**src/rtl/irq_flag_pkg.sv**
```systemverilog
package irq_flag_pkg;
  typedef enum logic [1:0] {
    DST_CPU  = 2'b00,
    DST_DTC  = 2'b01,
    DST_DMAC = 2'b10,
    DST_NONE = 2'b11
  } dest_e;
endpackage

```
**src/rtl/irq_sync.sv**
```systemverilog
module irq_sync #(
  parameter int W = 1
) (
  input  logic         clk_i,
  input  logic         rst_ni,
  input  logic [W-1:0] d_i,
  output logic [W-1:0] q_o
);
  logic [W-1:0] s1_q, s2_q;

  always_ff @(posedge clk_i or negedge rst_ni) begin
    if (!rst_ni) begin
      s1_q <= '0;
      s2_q <= '0;
    end else begin
      s1_q <= d_i;
      s2_q <= s1_q;
    end
  end

  assign q_o = s2_q;
endmodule

```
**src/rtl/irq_flag_cell.sv**
```systemverilog
module irq_flag_cell
  import irq_flag_pkg::*;
(
  input  logic  clk_i,
  input  logic  rst_ni,
  input  logic  sync_i,
  input  logic  level_i,
  input  logic  en_i,
  input  dest_e sel_i,
  input  logic  keep_i,
  input  logic  wr_hit_i,
  input  logic  wr_bit_i,
  input  logic  cpu_ack_hit_i,
  input  logic  dtc_ack_hit_i,
  output logic  flag_o,
  output logic  cpu_req_o,
  output logic  dtc_req_o,
  output logic  dmac_req_o
);
  logic prev_q, flag_q, flag_d;
  logic edge_s, sw_clr, hw_clr, active;

  assign edge_s = sync_i & ~prev_q;

  // software may clear only edge flags owned by the processor side
  assign sw_clr = wr_hit_i & ~wr_bit_i &
                  ((sel_i == DST_CPU) || (sel_i == DST_NONE));
  assign hw_clr = (cpu_ack_hit_i & (sel_i == DST_CPU)) |
                  (dtc_ack_hit_i & (sel_i == DST_DTC) & ~keep_i);

  always_comb begin
    if (level_i) flag_d = sync_i;
    else         flag_d = edge_s | (flag_q & ~(sw_clr | hw_clr));
  end

  always_ff @(posedge clk_i or negedge rst_ni) begin
    if (!rst_ni) begin
      prev_q <= 1'b0;
      flag_q <= 1'b0;
    end else begin
      prev_q <= sync_i;
      flag_q <= flag_d;
    end
  end

  assign active     = flag_q & en_i;
  assign flag_o     = flag_q;
  assign cpu_req_o  = active & (sel_i == DST_CPU);
  assign dtc_req_o  = active & (sel_i == DST_DTC);
  assign dmac_req_o = active & (sel_i == DST_DMAC);


  set_wins_chk: assert property (@(posedge clk_i) disable iff (!rst_ni)
    (!level_i && sync_i && !prev_q) |=> flag_q);


  level_follow_chk: assert property (@(posedge clk_i) disable iff (!rst_ni)
    level_i |=> (flag_q == $past(sync_i)));


  edge_wr1_noset_chk: assert property (@(posedge clk_i) disable iff (!rst_ni)
    (!level_i && wr_hit_i && wr_bit_i && !flag_q && !(sync_i && !prev_q)) |=> !flag_q);


  dmac_wr_block_chk: assert property (@(posedge clk_i) disable iff (!rst_ni)
    (!level_i && sel_i == DST_DMAC && flag_q) |=> flag_q);


  cpu_ack_clr_chk: assert property (@(posedge clk_i) disable iff (!rst_ni)
    (!level_i && sel_i == DST_CPU && cpu_ack_hit_i && !(sync_i && !prev_q)) |=> !flag_q);


  route_onehot_chk: assert property (@(posedge clk_i) disable iff (!rst_ni)
    $onehot0({cpu_req_o, dtc_req_o, dmac_req_o}));


  route_gate_chk: assert property (@(posedge clk_i) disable iff (!rst_ni)
    (cpu_req_o || dtc_req_o || dmac_req_o) |-> (flag_q && en_i));
endmodule

```
**src/rtl/irq_flag_bank.sv**
```systemverilog
module irq_flag_bank
  import irq_flag_pkg::*;
#(
  parameter int NUM_SRC = 16,
  parameter int ID_W    = (NUM_SRC > 1) ? $clog2(NUM_SRC) : 1
) (
  input  logic                 clk_i,
  input  logic                 rst_ni,
  input  logic [NUM_SRC-1:0]   src_i,
  input  logic [NUM_SRC-1:0]   level_mode_i,
  input  logic [NUM_SRC-1:0]   enable_i,
  input  logic [2*NUM_SRC-1:0] sel_i,
  input  logic [NUM_SRC-1:0]   dtc_keep_i,
  input  logic [ID_W-1:0]      addr_i,
  input  logic                 wr_en_i,
  input  logic [7:0]           wdata_i,
  output logic [7:0]           rdata_o,
  input  logic                 cpu_ack_i,
  input  logic [ID_W-1:0]      cpu_ack_id_i,
  input  logic                 dtc_ack_i,
  input  logic [ID_W-1:0]      dtc_ack_id_i,
  output logic [NUM_SRC-1:0]   cpu_req_o,
  output logic [NUM_SRC-1:0]   dtc_req_o,
  output logic [NUM_SRC-1:0]   dmac_req_o
);
  logic [NUM_SRC-1:0] src_sync;
  logic [NUM_SRC-1:0] flags;

  irq_sync #(.W(NUM_SRC)) u_sync (
    .clk_i  (clk_i),
    .rst_ni (rst_ni),
    .d_i    (src_i),
    .q_o    (src_sync)
  );

  for (genvar g = 0; g < NUM_SRC; g++) begin : g_src
    logic wr_hit, cpu_hit, dtc_hit;
    assign wr_hit  = wr_en_i   && (int'(addr_i)       == g);
    assign cpu_hit = cpu_ack_i && (int'(cpu_ack_id_i) == g);
    assign dtc_hit = dtc_ack_i && (int'(dtc_ack_id_i) == g);

    irq_flag_cell u_cell (
      .clk_i         (clk_i),
      .rst_ni        (rst_ni),
      .sync_i        (src_sync[g]),
      .level_i       (level_mode_i[g]),
      .en_i          (enable_i[g]),
      .sel_i         (dest_e'(sel_i[2*g +: 2])),
      .keep_i        (dtc_keep_i[g]),
      .wr_hit_i      (wr_hit),
      .wr_bit_i      (wdata_i[0]),
      .cpu_ack_hit_i (cpu_hit),
      .dtc_ack_hit_i (dtc_hit),
      .flag_o        (flags[g]),
      .cpu_req_o     (cpu_req_o[g]),
      .dtc_req_o     (dtc_req_o[g]),
      .dmac_req_o    (dmac_req_o[g])
    );
  end

  always_comb begin
    rdata_o = 8'h00;
    for (int k = 0; k < NUM_SRC; k++) begin
      if (int'(addr_i) == k) rdata_o[0] = flags[k];
    end
  end


  rdata_hi_zero_chk: assert property (@(posedge clk_i) disable iff (!rst_ni)
    wr_en_i |=> (rdata_o[7:1] == 7'd0));
endmodule

```
**config.mk**
```make
export PLATFORM = sky130hd
export DESIGN_NAME = irq_flag_bank
export DESIGN_NICKNAME = d
export VERILOG_FILES = /design/src/rtl/irq_flag_pkg.sv /design/src/rtl/irq_sync.sv /design/src/rtl/irq_flag_cell.sv /design/src/rtl/irq_flag_bank.sv
export SDC_FILE = /design/constraint.sdc
export NUM_CORES = 1
export LEC_CHECK = 0
export ABC_AREA = 1
export BUFFER_PORTS_ARGS = -buffer_cell sky130_fd_sc_hd__clkbuf_2
export CORE_UTILIZATION = 40
export CTS_BUF_LIST = sky130_fd_sc_hd__clkbuf_2
export CTS_CLUSTER_DIAMETER = 120
export DETAILED_ROUTE_END_ITERATION = 7
export PLACE_DENSITY = 0.69
export SETUP_SLACK_MARGIN = 0.02
export SYNTH_ARGS = -nofsm -noshare
export SYNTH_HDL_FRONTEND = slang
export SYNTH_SLANG_ARGS = --single-unit
```
**constraint.sdc**
```tcl
create_clock -name clk_i -period 2.5 [get_ports clk_i]
set_input_delay 0.5 -clock clk_i [delete_from_list [all_inputs] [get_ports clk_i]]
set_output_delay 0.5 -clock clk_i [all_outputs]
set_load 0.02 [all_outputs]
```
# Word level (Yosys, flattened, before mapping)
# Index checks and enable logic that the tools add are counted.
dict set report word_totals {
  inputBits 121
  regBits 64
  output_inout_bits 56
  wordCells 515
}
dict set report op_classes {
  muxes 32
  bitwise 273
  reduce_logical 83
  eq_ne 93
}
# op count
set op_table {}
lappend op_table {{1-bit bitwise AND} 176}
lappend op_table {{4-bit equality test (second input constant)} 24}
lappend op_table {{2-bit equality test (second input constant)} 32}
lappend op_table {{1-bit inverter} 49}
lappend op_table {{4-bit by 3-bit equality test with 1-bit output (second input constant)} 12}
lappend op_table {{1-bit logical AND} 48}
lappend op_table {{1-bit OR} 48}
lappend op_table {{2-bit by 1-bit equality test with 1-bit output (second input constant)} 16}
lappend op_table {{2-bit logical NOT} 16}
lappend op_table {{1-bit two-way mux} 32}
lappend op_table {{4-bit by 2-bit equality test with 1-bit output (second input constant)} 6}
lappend op_table {{1-bit logical OR} 16}
lappend op_table {{4-bit by 1-bit equality test with 1-bit output (second input constant)} 3}
lappend op_table {{4-bit logical NOT} 3}

# Longest topological paths before layout
# Gate-level depths: netlist (run 1).
dict set report logic_depth {
  ltp_word 17
  depth_mapped 10
  depth_no_buf 10
}

# By module
# A second synthesis (run 1) with hierarchy kept.
dict set report hier_totals {
  hier_cells 583
  hier_area_um2 4226.6
}
# module cells_each seq_area_each_um2 area_per_inst_um2 instances
set modules_own_cells {}
lappend modules_own_cells {irq_flag_cell 26 50.0 175.2 16}
lappend modules_own_cells {irq_sync 32 800.8 800.8 1}
lappend modules_own_cells {irq_flag_bank 135 0.0 623.1 1}

# Worst setup path before layout (run 1)
# No wires, ideal clock.
dict set report synth_timing {
  path_kind {in2out}
  startpoint {input port addr_i[1]}
  endpoint {output port rdata_o[0]}
  stages 10
  path_buffers 0
  t_arrival_ps 1418
  t_required_ps 2000
  path_slack_ps 582
  cell_sequence {nand2_1 inv_1 nand2_1 nor2_2 nor2_1 nand4_1 nand2_1 nand4_1 a21oi_1 nand4_1}
}
dict set report synth_via {
  elab_chain_cells 17
  word_cells_on_any_way 32
  classes_between {15 x eq/ne; 16 x mux; 1 x reduce/logical}
}
# element line
set synth_lines {}
lappend synth_lines {{start, declared} irq_flag_bank.sv:14} ;# input logic [ID_W-1:0] addr_i,
lappend synth_lines {{4-bit logical NOT} irq_flag_bank.sv:64} ;# if (int'(addr_i) == k) rdata_o[0] = flags[k];
lappend synth_lines {{1-bit two-way mux (15 in a row)} irq_flag_bank.sv:64}
lappend synth_lines {{1-bit two-way mux (*)} irq_flag_bank.sv:64}
lappend synth_lines {{end, declared} irq_flag_bank.sv:17} ;# output logic [7:0] rdata_o,
# Mark *: on every way between the ends. The rest lies on a longest branch, timed or not.

# Worst setup path after layout (run 1)
dict set report layout_timing {
  startpoint {register g_src[2].u_cell.flag_q}
  endpoint {output port rdata_o[0]}
}
dict set report layout_via {
  elab_chain_cells 14
}
# element line
set layout_lines {}
lappend layout_lines {{start, declared} irq_flag_cell.sv:20} ;# logic prev_q, flag_q, flag_d;
lappend layout_lines {{start signal, assigned} irq_flag_cell.sv:42} ;# flag_q <= flag_d;
lappend layout_lines {{1-bit two-way mux (14 in a row)} irq_flag_bank.sv:64}
# Every way passes these cells.

==> out/results.txt, run 1 <==
outcome: completed
WL/cell: 14.40 um
worst slew pin tran: 0.5682 ns
Synth Register Bits: 64
layout cells sized above 1: 28.57%
CP peak stage delay: 0.43 ns
Port-buffer cells: 162
NetSw: 0.7020 mW
final setup vio count: 0
Post-DP Area: 4795 um^2
hpwl dp: 9.483 mm
Ys Warns: 0
clk_lat worst skew: 0.50 ns
Post-Route WL: 11.39 mm
clk buf depth: 2
CP Data Required Time: 2.00 ns
post-route cell area: 4930 um^2
number of fill cells in the layout: 976
pwr/cell area: 447.4 nW/um^2
Critical Path Sink Type: output pin
Pleak: 2.793 nW
Seq/Total Area, Yosys: 38.25%
Vias: 3776
Post-Syn Area: 4187 um^2
Hold WS: 0.08840 ns
Reg clk slew, reported paths: 0.17 ns
Util after Layout: 49.52%
CP max-delay cell: dfrtp_1
Syn Inst Count: 523
# rows: 36
antenna violations before repair: 0
Synth-to-Final Area Change: 17.75%
Comb pwr share: 21.3%
Final #Nets: 822
register share of total power: 51.7%
Initial Utilization: 42.06%
min-delay worst type: input pin to register
CP Launch Type: register
drt drc: 0
crit share post-route: 91.02%
Iteration-0 DRC Markers: 206
Layout Skew: 0.009222 ns
share of the synthesized area in the top cell type: 38.25%
post-synthesis area per instance: 8.005 um^2
minimum clock period: 2.275 ns
Core Region: 9955 um^2
area of the multi-input gates: 1735 um^2
VDD IR max: 0.0002153 V
total power: 2.206 mW
Final Hold Fails: 0
Critical Path AT: 1.78 ns
largest net degree at the start of global routing: 25
Clock Root Buffer: clkbuf_2
first-pass GRT wire length: 18.40 mm
crit path cell chain: nand3_1 > nand3_1 > nor2_1 > nand4_1 > nand2_1 > nand4_1 > a21oi_1 > nand4_1 > buf_2
die width: 104.3 um
Clock Sinks: 64
Pint: 1.504 mW
Setup TNS Final: 0 ns
sw frac: 31.83%
maximum clock frequency: 439.5 MHz
GRT Overall Usage: 21.92%
CTS buffer count: 9
DIE AREA: 10880 um^2
grt total ovfl: 0
routability congestion estimate: 0.8128
max_cap viols: 0
unrepaired setup endpoints after global routing: yes
n_diodes: 0
Synth area leader: dfrtp_1
top cells by area, synth: dfrtp_1, ha_1, inv_1
vias in the first global route: 3789
overall die height: 104.3 um
Slew Limit Fails: 0
WS Path Type: register to output pin
H-Tree Level Count: 3
Clock Power Share: 27.0%
Ports: 177
Slew headroom: 62.08%
Routed Antenna Nets: 0
DRT Pass-1 Iters: 5
FF/Latch Area: 1602 um^2
Distinct cells, synth: 21
CTS tree: yes
cell mode on critical path: nand4_1
CP Max Fanout: 3
DR vias/cell: 4.774
[cells by family (layout without fill, tap and decap cells)]
group | Yosys count | count (layout) | synth area share [%]
and+or+nand+nor | 202 | 202 | 21.25
buffers and inverters | 177 | 306 | 20.83
DFF | 64 | 64 | 38.25
adders and majority gates | 48 | 48 | 14.35
AOI/OAI and AO/OA | 31 | 31 | 5.230
other | 1 | 7 | 0.08957
[layer usage]
layer / global-route usage [%] / wire length [um] / vias to the layer above
li1: - / - / 1839
met1: 26.50 / 4776 / 1745
met2: 37.42 / 5491 / 175
met3: 5.639 / 906 / 17
met4: 7.857 / 217 / 0
met5: 0 / 0 / -
[path summary, 6_finish.rpt]
path                                        start                      to  slack (ns)  cells past startpoint
setup / recovery           g_src[2].u_cell.flag_o              rdata_o[0]        0.22                      9
hold / removal                           src_i[4]          u_sync.s1_q[4]        0.09                      1
setup reg to reg           g_src[4].u_cell.flag_o  g_src[4].u_cell.flag_o        1.47                      2
hold reg to reg                    u_sync.s1_q[6]           u_sync.q_o[6]        0.36                      0
max in group asynchronous                  rst_ni  g_src[7].u_cell.flag_o        1.38                      3
min in group asynchronous                  rst_ni          u_sync.s1_q[4]        0.45                      2
[power by group through the flow]
stage | registers [mW] | logic [mW] | clock network, mW
2_1_floorplan | 1.14 | 0.278 | 0
3_3_place_gp | 1.16 | 0.449 | 0
3_5_place_dp | 1.16 | 0.461 | 0
4_1_cts | 1.14 | 0.465 | 0.614
5_1_grt | 1.15 | 0.529 | 0.667
6_report | 1.14 | 0.469 | 0.597
[what timing repair did]
item,CTS,global route
setup buffers,0,3
resized for setup,0,1
endpoints found under the hold margin,17,0
hold buffers,1,0
endpoints found under the setup margin,0,1
[state kept, by name, indices dropped and copies added (netlist names)]
signal / flops
u_sync.q_o: 16
g_src.u_cell.prev_q: 16
g_src.u_cell.flag_o: 16
u_sync.s1_q: 16
[per-stage QoR]
step	worst slack (ns)	instances
after floorplan	0.5819	529
after global placement	0.2651	771
after detailed placement	0.2269	771
after CTS	0.1551	788
after global routing	-0.005017	791
final	0.2246	791
[placed cells by master, fill, tap and decap left out, types with 15 or more instances in the layout]
master,instances
o41ai_1,15
nand2_1,67
inv_1,119
ha_1,48
nor4_1,19
nor2_1,63
nand3_1,17
dfrtp_1,64
nor3_1,22
clkbuf_2,171
[final cells by class]
type                       instances  share of cell area, %
sequential                        64                  32.49
clock buffer                      11                  1.117
inverter                         120                  9.137
multi-input combinational        288                  35.20
clock inverter                     5                 0.9645
timing repair buffer             170                  17.72
tap                              133                  3.376
[synth_stat cells]
cell type / count
o31ai_1: 2
nand4_1: 10
nand2_1: 67
o41ai_1: 15
o21ai_0: 10
inv_1: 119
nor3_1: 22
nor4_1: 19
a31oi_1: 2
ha_1: 48
dfrtp_1: 64
buf_4: 55
conb_1: 1
clkbuf_1: 1
nor2_2: 3
a21oi_1: 2
nand3_1: 17
buf_2: 1
nor2_1: 63
inv_2: 1
nand2_2: 1
[worst max-delay path, delay by kind of cell (launching register included)]
kind / cells / cell delay (ns)
flops: 1 / 0.43
compound gates: 1 / 0.13
buf+inv: 1 / 0.17
simple gates: 7 / 0.54
Note: power is estimated with default switching activity, not from simulation.
==> inputs of run 2 (changes only) <==
--- a/config.mk
+++ b/config.mk
@@ -5,8 +5,9 @@
 export SDC_FILE = /design/constraint.sdc
 export NUM_CORES = 1
 export LEC_CHECK = 0
-export ABC_AREA = 1
+export ABC_AREA = 0
 export BUFFER_PORTS_ARGS = -buffer_cell sky130_fd_sc_hd__clkbuf_2
+export CORE_ASPECT_RATIO = 1.75
 export CORE_UTILIZATION = 40
 export CTS_BUF_LIST = sky130_fd_sc_hd__clkbuf_2
 export CTS_CLUSTER_DIAMETER = 120
==> out/results.txt, run 2 <==
outcome: completed (unchanged)
number of synthesized flops with an enable pin: 0 (unchanged)
max_cap viols: 0 (unchanged)
Port-buffer cells: 162 (unchanged)
drt drc: 0 (unchanged)
Hold WS: 0.06749 ns (was 0.08840 ns)
Slew Limit Fails: 0 (unchanged)
Seq/Total Area, Yosys: 39.01% (was 38.25%)
Setup TNS Final: 0 ns (unchanged)
pwr/cell area: 455.1 nW/um^2 (was 447.4 nW/um^2)
first-pass GRT wire length: 17.50 mm (was 18.40 mm)
VDD IR max: 0.0003187 V (was 0.0002153 V)
share of the synthesized area in the top cell type: 39.01% (was 38.25%)
number of fill cells in the layout: 987 (was 976)
Clock Root Buffer: clkbuf_2 (unchanged)
most frequent cells in the layout: clkbuf_2, dfrtp_1, inv_1 (was clkbuf_2, inv_1, nand2_1)
GRT Overall Usage: 22.36% (was 21.92%)
Routed Antenna Nets: 0 (unchanged)
area of the multi-input gates: 1872 um^2 (was 1735 um^2)
Synth area leader: dfrtp_1 (unchanged)
Critical Path Sink Type: output pin (unchanged)
Layout Skew: 0.01748 ns (was 0.009222 ns)
unrepaired setup endpoints after global routing: yes (unchanged)
post-synthesis area per instance: 10.06 um^2 (was 8.005 um^2)
H-Tree Level Count: 3 (unchanged)
Pleak: 2.726 nW (was 2.793 nW)
top cells by area, synth: dfrtp_1, ha_1, buf_4 (was dfrtp_1, ha_1, inv_1)
Iteration-0 DRC Markers: 175 (was 206)
DIE AREA: 10690 um^2 (was 10880 um^2)
CP Launch Type: register (unchanged)
most common cell after layout, fill and taps aside: clkbuf_2 (unchanged)
clk_lat worst skew: 0.52 ns (was 0.50 ns)
async set or reset register ratio after synthesis: 100.0% (unchanged)
Ys Warns: 0 (unchanged)
minimum clock period: 2.459 ns (was 2.275 ns)
Slew headroom: 52.97% (was 62.08%)
hpwl dp: 9.256 mm (was 9.483 mm)
Reg clk slew, reported paths: 0.18 ns (was 0.17 ns)
# rows: 48 (was 36)
Clock Sinks: 64 (unchanged)
final setup vio count: 0 (unchanged)
Post-Route WL: 11.40 mm (was 11.39 mm)
WS Path Type: register to output pin (unchanged)
DRT Pass-1 Iters: 4 (was 5)
grt total ovfl: 0 (unchanged)
crit share post-route: 98.35% (was 91.02%)
Syn Inst Count: 408 (was 523)
Vias: 3464 (was 3776)
R2R Setup Slk: 1.43 ns (was 1.47 ns)
Final #Nets: 706 (was 822)
largest net degree at the start of global routing: 37 (was 25)
Most used DFF post-synth: dfrtp_1 (unchanged)
WL/cell: 17.06 um (was 14.40 um)
layout cells sized above 1: 35.42% (was 28.57%)
Util after Layout: 48.81% (was 49.52%)
clk buf depth: 2 (unchanged)
FF/Latch Area: 1602 um^2 (unchanged)
DR vias/cell: 5.186 (was 4.774)
top-count cell post-synth: dfrtp_1 (was inv_1)
CTS buffer count: 9 (unchanged)
min-delay worst type: input pin to register (unchanged)
Critical Path AT: 1.96 ns (was 1.78 ns)
worst slew pin tran: 0.7054 ns (was 0.5682 ns)
CTS tree: yes (unchanged)
total power: 2.201 mW (was 2.206 mW)
Core Region: 9910 um^2 (was 9955 um^2)
Post-Syn Area: 4105 um^2 (was 4187 um^2)
die width: 78.58 um (was 104.3 um)
Synth-to-Final Area Change: 17.83% (was 17.75%)
Final Hold Fails: 0 (unchanged)
Initial Utilization: 41.43% (was 42.06%)
Distinct cells, synth: 39 (was 21)
Synth Register Bits: 64 (unchanged)
Ports: 177 (unchanged)
Commonest cells post-synth: dfrtp_1, buf_4, inv_1 (was inv_1, nand2_1, dfrtp_1)
vias in the first global route: 3564 (was 3789)
maximum clock frequency: 406.7 MHz (was 439.5 MHz)
routability congestion estimate: 0.8283 (was 0.8128)
antenna violations before repair: 1 (was 0)
overall die height: 136.0 um (was 104.3 um)
CP Max Fanout: 2 (was 3)
CP Data Required Time: 2.00 ns (about the same)
==> run 2: cell count changes after synthesis, sizes merged, moves of 5 or more <==
cell	delta
o41ai	-13
nand4b	+8
nand3b	+11
nor3	-14
nand2	-64
nor2b	+5
and3	+50
nor3b	+6
nor4	-15
nor2	-62
nand3	-5
inv	-67
or4b	+5
o21ai	+17
==> run 2: cell type report <==
class                      count  area share (%)
timing repair buffer         171           18.52
inverter                      53           4.113
multi-input combinational    238           38.70
antenna                        1         0.05173
clock buffer                  10           1.035
sequential                    64           33.11
tap                          125           3.233
clock inverter                 6           1.242
==> run 2: layer usage <==
layer	GRT usage, %	vias up	share of wire, %
met2	39.71	131	54
li1	-	1626	-
met5	0	-	0
met4	13.07	0	4.4
met1	24.10	1676	36
met3	4.564	31	5.4
==> run 2: stage by stage <==
stage	setup WS (ns)	instances	instance area [um^2]
2_1_floorplan	0.4821	414	4128
3_3_place_gp	0.2204	643	4652
3_5_place_dp	0.2120	643	4652
4_1_cts	-0.005525	666	4820
5_1_grt	-0.1055	668	4837
6_report	0.04135	668	4837
==> run 2: cell families (layout without fill, tap and decap cells) <==
| group | count (synthesis) | count (layout) | synth area share [%] |
|---|---|---|---|
| AOI/OAI and AO/OA | 43 | 43 | 6.462 |
| adders and majority gates | 48 | 48 | 14.63 |
| buffers and inverters | 112 | 240 | 16.12 |
| DFF | 64 | 64 | 39.01 |
| muxes | 4 | 4 | 1.981 |
| other | 1 | 8 | 0.09135 |
| and+or+nand+nor | 136 | 136 | 21.70 |
==> run 2: path summary, 6_finish.rpt <==
check / start / to / cells after the start
max in group asynchronous: rst_ni / g_src[8].u_cell.flag_o / 3
min in group asynchronous: rst_ni / g_src[5].u_cell.flag_o / 2
setup reg to reg: g_src[2].u_cell.flag_o / g_src[2].u_cell.flag_o / 4
hold / removal: src_i[9] / u_sync.s1_q[9] / 1
setup / recovery: g_src[2].u_cell.flag_o / rdata_o[0] / 5
hold reg to reg: u_sync.s1_q[15] / u_sync.q_o[15] / 0
==> run 2: power breakdown <==
group | internal [mW] | switching, mW | leakage [nW]
logic | 0.195 | 0.252 | 1.92
registers | 1.10 | 0.0435 | 0.742
clock network | 0.229 | 0.383 | 0.0677
==> run 2: worst max-delay path, cell delays in order (launching register included) <==
cell	delay [ns]
dfrtp_1	0.44
mux4_2	0.46
nor2b_4	0.13
a31oi_1	0.14
o22ai_1	0.11
buf_4	0.17
==> run 2: repair_timing <==
action / CTS / global route
resized for setup: 1 / 3
pin swaps: 2 / 1
gates cloned: 0 / 0
endpoints found under the hold margin: 11 / 0
hold buffers: 1 / 0
setup buffers: 6 / 1
setup endpoints to repair: 1 / 1
==> inputs of run 3 (changes only) <==
--- a/config.mk
+++ b/config.mk
@@ -6,14 +6,12 @@
 export NUM_CORES = 1
 export LEC_CHECK = 0
 export ABC_AREA = 0
-export BUFFER_PORTS_ARGS = -buffer_cell sky130_fd_sc_hd__clkbuf_2
+export BUFFER_PORTS_ARGS = -buffer_cell sky130_fd_sc_hd__buf_2
 export CORE_ASPECT_RATIO = 1.75
-export CORE_UTILIZATION = 40
+export CORE_UTILIZATION = 30
 export CTS_BUF_LIST = sky130_fd_sc_hd__clkbuf_2
 export CTS_CLUSTER_DIAMETER = 120
 export DETAILED_ROUTE_END_ITERATION = 7
-export PLACE_DENSITY = 0.69
-export SETUP_SLACK_MARGIN = 0.02
 export SYNTH_ARGS = -nofsm -noshare
 export SYNTH_HDL_FRONTEND = slang
 export SYNTH_SLANG_ARGS = --single-unit
==> out/results.txt, run 3 (synthesis results as in run 2) <==
outcome: completed (unchanged)
pwr/cell area: 421.2 nW/um^2 (was 455.1 nW/um^2)
CTS buffer count: 9 (unchanged)
crit share post-route: 97.84% (was 98.35%)
H-Tree Level Count: 3 (unchanged)
final setup vio count: 0 (unchanged)
Place WS: 0.2502 ns (was 0.2120 ns)
grt total ovfl: 0 (unchanged)
worst slew pin tran: 0.5824 ns (was 0.7054 ns)
CP max-delay cell: dfrtp_2 (was mux4_2)
Setup TNS Final: 0 ns (unchanged)
Worst path top cell family by delay: flip-flops (was multiplexers)
# rows: 56 (was 48)
clk buf depth: 2 (unchanged)
Critical Path AT: 1.95 ns (was 1.96 ns)
drt drc: 0 (unchanged)
Final #Nets: 720 (was 706)
first-pass GRT wire length: 18.55 mm (was 17.50 mm)
number of cells on the critical path: 5 (unchanged)
Util after Layout: 37.25% (was 48.81%)
R2R Setup Slk: 1.51 ns (was 1.43 ns)
Layout Skew: 0.02586 ns (was 0.01748 ns)
Port-buffer cells: 162 (unchanged)
overall die height: 156.7 um (was 136.0 um)
Critical Path Sink Type: output pin (unchanged)
Final Hold Fails: 0 (unchanged)
CP Launch Type: register (unchanged)
Clock Sinks: 64 (unchanged)
CP peak stage delay: 0.45 ns (was 0.46 ns)
max_cap viols: 0 (unchanged)
die width: 90.43 um (was 78.58 um)
Slew headroom: 61.09% (was 52.97%)
Post-Route WL: 12.24 mm (was 11.40 mm)
crit path cell chain: mux4_2 > nor2b_1 > a31oi_1 > o22ai_1 > buf_4 (was mux4_2 > nor2b_4 > a31oi_1 > o22ai_1 > buf_4)
Vias: 3457 (was 3464)
vias in the first global route: 3534 (was 3564)
antenna violations before repair: 2 (was 1)
CTS tree: yes (unchanged)
GRT Overall Usage: 17.62% (was 22.36%)
Placed Cells: 695 (was 643)
DRT Pass-1 Iters: 4 (unchanged)
Ports: 177 (unchanged)
Critical Path Sink: rdata_o[0] (unchanged)
CP Data Required Time: 2.00 ns (about the same)
CP bufs+invs: 1 (unchanged)
total power: 2.100 mW (was 2.201 mW)
VDD IR max: 0.0002363 V (was 0.0003187 V)
DR vias/cell: 4.736 (was 5.186)
Pleak: 2.768 nW (was 2.726 nW)
Synth-to-Final Area Change: 21.43% (was 17.83%)
layout cells sized above 1: 34.84% (was 35.42%)
most common cell after layout, fill and taps aside: buf_2 (was clkbuf_2)
Core Region: 13380 um^2 (was 9910 um^2)
Initial Utilization: 30.68% (was 41.43%)
largest net degree at the start of global routing: 65 (was 37)
Routed Antenna Nets: 0 (unchanged)
CP Max Fanout: 2 (unchanged)
maximum clock frequency: 408.8 MHz (was 406.7 MHz)
Worst R2R End: g_src[2].u_cell.flag_o (unchanged)
Slew Limit Fails: 0 (unchanged)
Critical path origin: g_src[1].u_cell.flag_o (was g_src[2].u_cell.flag_o)
Finished Layout Cells: 730 (was 668)
DIE AREA: 14170 um^2 (was 10690 um^2)
Reg2Reg Depth: 3 (was 4)
unrepaired setup endpoints after global routing: yes (unchanged)
WL/cell: 16.77 um (was 17.06 um)
hpwl dp: 9.839 mm (was 9.256 mm)
Reg clk slew, reported paths: 0.18 ns (about the same)
Clock Root Buffer: clkbuf_2 (unchanged)
WS Path Type: register to output pin (unchanged)
Final Worst Setup Slack: 0.05388 ns (was 0.04135 ns)
most frequent cells in the layout: buf_2, dfrtp_1, inv_1 (was clkbuf_2, dfrtp_1, inv_1)
minimum clock period: 2.446 ns (was 2.459 ns)
Iteration-0 DRC Markers: 140 (was 175)
min-delay worst type: input pin to register (unchanged)
routability congestion estimate: 0.7958 (was 0.8283)
clk_lat worst skew: 0.52 ns (about the same)
origin of the critical flop-to-flop path: g_src[2].u_cell.flag_o (unchanged)
==> run 3: changes by cell type in the layout (fill, tap and decap cells not counted), moves of 2 or more <==
cell and delta:
dfrtp_2 +2, clkbuf_2 -161, dfrtp_1 -2, clkinv_1 +3
buf_2 +160, buf_4 +5, clkinv_2 -3, dlygate4sd3_1 +9
==> run 3: report_power, final <==
group | internal, mW | leakage, nW | switching (mW)
sequential | 1.10 | 0.741 | 0.0420
combinational | 0.210 | 1.98 | 0.264
clock | 0.109 | 0.0424 | 0.375
total | 1.42 | 2.77 | 0.681
==> run 3: metal layers <==
layer	routed length [um]	share of wire, %	vias to the layer above	global-route usage (%)
met5	0	0	-	0
met4	424	3.5	0	9.677
met3	654	5.3	24	4.665
met2	6822	56	129	32.24
met1	4339	35	1653	18.12
li1	-	-	1651	-
==> run 3: through the flow <==
| stage | instance area (um^2) | hold slack (ns) |
|---|---|---|
| floorplan | 4128 | 0.2044 |
| global placement | 4736 | 0.3326 |
| detailed placement | 4736 | 0.3347 |
| CTS | 4871 | 0.01161 |
| global route | 4985 | -0.001766 |
| finish | 4985 | 0.09080 |
==> run 3: final cells by class <==
class	count	area, um^2
diodes	2	5.005
clock buffers	9	45.04
clock inverters	5	26.28
fillers	1385	8398
inverters	53	198.9
multi-input cells	238	1864
flip-flops and latches	64	1604
well taps	174	217.7
repair buffers	185	1023
==> run 3: timing repair <==
| item | CTS | global route |
|---|---|---|
| endpoints found under the setup margin | 1 | 1 |
| pin swaps | 0 | 1 |
| gates cloned | 0 | 0 |
| setup buffers | 7 | 2 |
| gates resized for setup | 1 | 2 |
| hold buffers | 1 | 9 |
| hold endpoints to repair | 64 | 9 |
==> run 3: worst min path at each step <==
| stage | startpoint | endpoint | cells past startpoint |
|---|---|---|---|
| final | src_i[9] | u_sync.s1_q[9] | 1 |
| after global routing | src_i[10] | u_sync.s1_q[10] | 1 |
| after CTS | src_i[7] | u_sync.s1_q[7] | 1 |
| after detailed placement | u_sync.s1_q[15] | u_sync.q_o[15] | 0 |
| after global placement | u_sync.s1_q[7] | u_sync.q_o[7] | 0 |
| after floorplan | rst_ni | g_src[0].u_cell.flag_o | 0 |
==> run 3: worst reg2reg max path: stages, from the launching register on <==
cell and delay (ns):
dfrtp_1 0.40, buf_4 0.14, inv_1 0.04, o41ai_1 0.32
